### config.mk
export PLATFORM = sky130hd
export DESIGN_NAME = cache_wbuf
export DESIGN_NICKNAME = d
export VERILOG_FILES = /design/src/rtl/wbuf_pkg.sv /design/src/rtl/wbuf_slots.sv /design/src/rtl/wbuf_queue_ctrl.sv /design/src/rtl/wbuf_drain_ctrl.sv /design/src/rtl/cache_wbuf.sv
export SDC_FILE = /design/constraint.sdc
export NUM_CORES = 1
export LEC_CHECK = 0
export ABC_AREA = 0
export BUFFER_PORTS_ARGS = -buffer_cell sky130_fd_sc_hd__buf_2
export CAP_MARGIN = 10
export CORE_ASPECT_RATIO = 0.75
export CORE_MARGIN = 3
export CORE_UTILIZATION = 25
export CTS_BUF_LIST = sky130_fd_sc_hd__clkbuf_16
export DETAILED_ROUTE_END_ITERATION = 10
export PLACE_DENSITY = 0.51
export RECOVER_POWER = 100
export SETUP_SLACK_MARGIN = 0.05
export SLEW_MARGIN = 20
export SYNTH_ARGS = -nofsm -noshare
export SYNTH_HDL_FRONTEND = slang
export SYNTH_SLANG_ARGS = --single-unit
### constraint.sdc
create_clock -name clk -period 18.7 [get_ports clk]
set_input_delay 1.87 -clock clk [delete_from_list [all_inputs] [get_ports clk]]
set_output_delay 1.87 -clock clk [all_outputs]
set_load 0.1 [all_outputs]
### src/rtl/wbuf_pkg.sv
package wbuf_pkg;
  // value firmware writes to request a drain
  localparam int unsigned SYNC_ARM = 1;

  typedef enum logic {
    DRN_IDLE   = 1'b0,
    DRN_ACTIVE = 1'b1
  } drain_state_e;
endpackage

### src/rtl/wbuf_slots.sv
module wbuf_slots #(
  parameter int unsigned SLOTS = 2,
  parameter int unsigned AW    = 32,
  parameter int unsigned DW    = 256,
  parameter int unsigned SW    = DW / 8,
  parameter int unsigned PW    = (SLOTS > 1) ? $clog2(SLOTS) : 1
) (
  input  logic          clk,
  input  logic          wr_en,
  input  logic [PW-1:0] wr_idx,
  input  logic [AW-1:0] wr_addr,
  input  logic [DW-1:0] wr_data,
  input  logic [SW-1:0] wr_strb,
  input  logic [PW-1:0] rd_idx,
  output logic [AW-1:0] rd_addr,
  output logic [DW-1:0] rd_data,
  output logic [SW-1:0] rd_strb
);
  // storage without reset so the arrays map onto distributed or block RAM
  logic [AW-1:0] addr_mem [SLOTS];
  logic [DW-1:0] data_mem [SLOTS];
  logic [SW-1:0] strb_mem [SLOTS];

  always_ff @(posedge clk) begin
    if (wr_en) begin
      addr_mem[wr_idx] <= wr_addr;
      data_mem[wr_idx] <= wr_data;
      strb_mem[wr_idx] <= wr_strb;
    end
  end

  assign rd_addr = addr_mem[rd_idx];
  assign rd_data = data_mem[rd_idx];
  assign rd_strb = strb_mem[rd_idx];
endmodule

### src/rtl/wbuf_queue_ctrl.sv
module wbuf_queue_ctrl #(
  parameter int unsigned SLOTS = 2,
  parameter int unsigned PW    = (SLOTS > 1) ? $clog2(SLOTS) : 1,
  parameter int unsigned CW    = $clog2(SLOTS + 1)
) (
  input  logic          clk,
  input  logic          rst,
  input  logic          push,
  input  logic          pop,
  output logic [PW-1:0] wr_idx,
  output logic [PW-1:0] rd_idx,
  output logic [CW-1:0] occ,
  output logic [CW-1:0] occ_nxt
);
  logic [PW-1:0] wr_q, rd_q;
  logic [CW-1:0] occ_q;

  function automatic logic [PW-1:0] bump(input logic [PW-1:0] p);
    return (p == PW'(SLOTS - 1)) ? '0 : p + 1'b1;
  endfunction

  always_comb begin
    occ_nxt = occ_q;
    if (push && !pop)      occ_nxt = occ_q + 1'b1;
    else if (!push && pop) occ_nxt = occ_q - 1'b1;
  end

  always_ff @(posedge clk) begin
    if (rst) begin
      wr_q  <= '0;
      rd_q  <= '0;
      occ_q <= '0;
    end else begin
      if (push) wr_q <= bump(wr_q);
      if (pop)  rd_q <= bump(rd_q);
      occ_q <= occ_nxt;
    end
  end

  assign wr_idx = wr_q;
  assign rd_idx = rd_q;
  assign occ    = occ_q;
endmodule

### src/rtl/wbuf_drain_ctrl.sv
module wbuf_drain_ctrl
  import wbuf_pkg::*;
#(
  parameter int unsigned SLOTS  = 2,
  parameter int unsigned CW     = $clog2(SLOTS + 1),
  parameter int unsigned SYNC_W = 32
) (
  input  logic              clk,
  input  logic              rst,
  input  logic              sync_we,
  input  logic [SYNC_W-1:0] sync_wdata,
  input  logic [CW-1:0]     occ_nxt,
  input  logic              pwr_req,
  output logic [SYNC_W-1:0] sync_status,
  output logic              up_ready,
  output logic              pwr_grant
);
  drain_state_e st_q, st_nxt;
  logic         arm, will_empty;
  logic         ready_q, grant_q;

  assign arm        = sync_we && (sync_wdata == SYNC_W'(SYNC_ARM));
  assign will_empty = (occ_nxt == '0);

  // a drain stays armed only while lines remain after this edge
  always_comb begin
    st_nxt = st_q;
    if ((st_q == DRN_ACTIVE || arm) && !will_empty) st_nxt = DRN_ACTIVE;
    else                                            st_nxt = DRN_IDLE;
  end

  always_ff @(posedge clk) begin
    if (rst) begin
      st_q    <= DRN_IDLE;
      ready_q <= 1'b1;
      grant_q <= 1'b0;
    end else begin
      st_q    <= st_nxt;
      ready_q <= (occ_nxt < CW'(SLOTS)) && (st_nxt == DRN_IDLE) && !pwr_req;
      grant_q <= pwr_req && will_empty;
    end
  end

  assign sync_status = (st_q == DRN_ACTIVE) ? SYNC_W'(1) : '0;
  assign up_ready    = ready_q;
  assign pwr_grant   = grant_q;
endmodule

### src/rtl/cache_wbuf.sv
module cache_wbuf #(
  parameter int unsigned SLOTS  = 2,
  parameter int unsigned AW     = 32,
  parameter int unsigned DW     = 256,
  parameter int unsigned SYNC_W = 32
) (
  input  logic                clk,
  input  logic                rst,
  input  logic                up_valid,
  output logic                up_ready,
  input  logic [AW-1:0]       up_addr,
  input  logic [DW-1:0]       up_data,
  input  logic [DW/8-1:0]     up_strb,
  output logic                mem_valid,
  input  logic                mem_ready,
  output logic [AW-1:0]       mem_addr,
  output logic [DW-1:0]       mem_data,
  output logic [DW/8-1:0]     mem_strb,
  input  logic                sync_we,
  input  logic [SYNC_W-1:0]   sync_wdata,
  output logic [SYNC_W-1:0]   sync_status,
  input  logic                pwr_req,
  output logic                pwr_grant
);
  localparam int unsigned SW = DW / 8;
  localparam int unsigned PW = (SLOTS > 1) ? $clog2(SLOTS) : 1;
  localparam int unsigned CW = $clog2(SLOTS + 1);

  logic          push, pop;
  logic [PW-1:0] wr_idx, rd_idx;
  logic [CW-1:0] occ, occ_nxt;

  assign push      = up_valid && up_ready;
  assign mem_valid = (occ != '0);
  assign pop       = mem_valid && mem_ready;

  wbuf_queue_ctrl #(.SLOTS(SLOTS), .PW(PW), .CW(CW)) u_queue (
    .clk(clk), .rst(rst), .push(push), .pop(pop),
    .wr_idx(wr_idx), .rd_idx(rd_idx), .occ(occ), .occ_nxt(occ_nxt)
  );

  wbuf_slots #(.SLOTS(SLOTS), .AW(AW), .DW(DW), .SW(SW), .PW(PW)) u_slots (
    .clk(clk), .wr_en(push), .wr_idx(wr_idx),
    .wr_addr(up_addr), .wr_data(up_data), .wr_strb(up_strb),
    .rd_idx(rd_idx),
    .rd_addr(mem_addr), .rd_data(mem_data), .rd_strb(mem_strb)
  );

  wbuf_drain_ctrl #(.SLOTS(SLOTS), .CW(CW), .SYNC_W(SYNC_W)) u_drain (
    .clk(clk), .rst(rst), .sync_we(sync_we), .sync_wdata(sync_wdata),
    .occ_nxt(occ_nxt), .pwr_req(pwr_req),
    .sync_status(sync_status), .up_ready(up_ready), .pwr_grant(pwr_grant)
  );
endmodule

==> results.md <==
- Layout Nets: ~2200
- Unrepaired setup endpoints after global routing: no
- Crit path time final: 10970 ps
- Drt wl/cell: around 19 µm
- Flop-to-flop setup slack: 8760 ps
- # resized after CTS: 0
- TNS Setup: 0 ps
- Yosys top cell by area: edfxtp_1
- Worst skew pair latency: 580 ps
- First-pass GRT wire length: 83900 µm
- Sequential element share of the synthesized area: 81.8%
- Postcts setup bufs: 0
- Largest net degree at the start of global routing: 78
- Worst r2r dst: u_slots.strb_mem[0][3]
- Crit path arrival time: 11070 ps
- Final WS setup: between 7000 and 8000 ps
- Commonest non-fill, non-tap cell in the layout: edfxtp_1
- Failing checks: capacitance limit, slew limit
- Slew Viols, Final: 844
- Initial antenna violation count: 11
- Hold WC Path Type: flop to flop
- H-tree depth: 3
- Critical R2R Launch: u_drain.up_ready
- Critical path destination: u_slots.strb_mem[0][3]
- Layout cell share with drive strength beyond 1: 32.7%
- Die ar.: 98500 µm²
- Post-Syn Area: 23700 µm²
- CTS Sinks: 648
- # IOs: just over 700
- Core area: 93700 µm²
- Root Driver: clkbuf_16
- Mapped Cells: 1083
- Iter 0 DRT Violations: 545
- CTS Buf Count: 69
- Max-cap check violation count: 14
- Skew final: ~16 ps
- Die W: 361 µm
- Crit Path Max Fanout: 70
- Area fraction of the dominant cell type after synthesis: 81.1%
- Residual DRC count: 0
- Die H: around 270 µm
- Final wirelength: 58300 µm
- Area delta synth->final: 26.7%
- Worst Reg2Reg Path Length in Cells: 5
- Crit end category: flop
- Final cycle utilization of the critical path: 58.7%
- Post-DP HPWL: 40400 µm
- Worst-Margin Slew: 4100 ps
- Vias per cell: 4.01
- Via count: 12449
- Ranking of synthesized cells by area: edfxtp_1 (81%), mux2_2 (15%), buf_4 (1.0%)
- PortBufs: 681
- Clock buffer depth: 3
- Final ANT Viol Nets: 0
- Final Setup Violations: 0
- F_max: 91.2 MHz
- CTS clk-pin slew, worst paths: 60 ps
- Post-CTS Hold Buffers: 0
- WHS Path Cells: 2
- Crit Path Class: input port to flop
- Yosys Warn Count: 0
- CP startpoint kind: input port
- Critical path origin: up_valid
- FP Rows: 97
- Fin. Hold Viols: 0
- CTS tree: yes
- Avg Cell Area, Syn: 21.9 µm²
- DR pass1 iterations: 6
- Req. time, crit path: ~19000 ps
- Commonest cells after routing, fill and taps aside: edfxtp_1 (640), clkbuf_1 (482), mux2_2 (303), buf_2 (211), clkbuf_16 (71)
- Status: complete, but fails checks
- Initial Util: 25.3%
- DP Worst Slack: ~13000 ps
- Vias in the first global route: roughly 13000
- WHS: 514 ps
- GRT Total Usage: 11.3%
- Synth unique cells: 33
- Grt ovf: 0
- Number of synthesized register bits: 648
- RD Place Congestion: about 0.81
- Max_slew headroom: -173%
final cells by class:
class,count,area (µm²)
Antenna cell,11,27.5
Tap cell,1237,1550
Inverter,4,15.0
Clock inverter,49,403
Clock buffer,71,1780
Sequential cell,648,19400
Timing Repair Buffer,695,2880
Fill cell,9340,63700
Multi-Input combinational cell,391,3990
layer usage:
layer | up-vias | track usage [%] | share of wire, %
li1 | 5703 | - | -
met1 | 6197 | 12.3 | 37
met2 | 442 | 20.0 | 52
met3 | 105 | 3.93 | 8.0
met4 | 2 | 4.37 | 2.8
met5 | - | 0 | 0.022
synthesized netlist by cell type:
master    instances
or3_1             1
nand2_1           3
clkbuf_1          5
edfxtp_1        640
nor3_2            2
xnor2_1           2
inv_1             4
o21ai_0           1
nor2_1            9
or4_1             2
nor4bb_1          1
ha_1              1
nor2b_1           1
or4_4             1
dfxtp_1           8
nor4_1            3
a22oi_1           1
conb_1            1
a31oi_1           1
mux2_2          320
a221o_1           1
nand3_1           1
a41oi_1           1
xor2_1            2
a21oi_1           1
buf_4            32
buf_1             3
o21ai_1           1
and4_1            1
buf_2            30
a31o_1            1
and3_1            1
nor3_1            1
cells by family after synthesis:
| group | Yosys count | synth area share, % |
|---|---|---|
| AO/OA/AOI/OAI | 8 | 0.238 |
| buffers and inverters | 74 | 1.84 |
| AND/OR/NAND/NOR | 27 | 0.666 |
| flip-flops | 648 | 81.8 |
| adder cells (fa/ha/maj) | 1 | 0.0528 |
| other | 1 | 0.0158 |
| multiplexers | 320 | 15.2 |
| XOR/XNOR | 4 | 0.148 |
registers in the layout, indices dropped and copies added, names as in the netlist, named ones only:
signal / count
u_slots.strb_mem: 64
u_queue.wr_idx: 1
u_queue.occ: 2
u_slots.data_mem: 512
u_drain.pwr_grant: 1
u_drain.st_q: 1
u_queue.rd_idx: 1
u_slots.addr_mem: 64
u_drain.up_ready: 1
through the flow:
stage	util, %	std cells	instance area (µm²)
5_1_grt	32.0	3100	30000
3_5_place_dp	30.4	2975	28500
2_1_floorplan	-	1113	23800
4_1_cts	32.7	3095	30700
6_report	32.0	3106	30000
3_3_place_gp	30.4	2974	28400
critical path: stages:
cell	delay (ps)
clkbuf_1	90
nand2_1	210
nor2_4	130
clkbuf_1	2830
clkbuf_1	2970
clkbuf_1	2790
how the worst min path moves through the flow:
stage          endpoint            from
4_1_cts            flop  u_queue.rd_idx
6_report           flop  u_queue.rd_idx
2_1_floorplan      flop  u_queue.rd_idx
5_1_grt            flop  u_queue.rd_idx
3_5_place_dp       flop  u_queue.rd_idx
3_3_place_gp       flop  u_queue.rd_idx
Power is left out: the tool's default activity adds up to more than one toggle a clock period on the data nets, which glitch-free logic cannot reach.
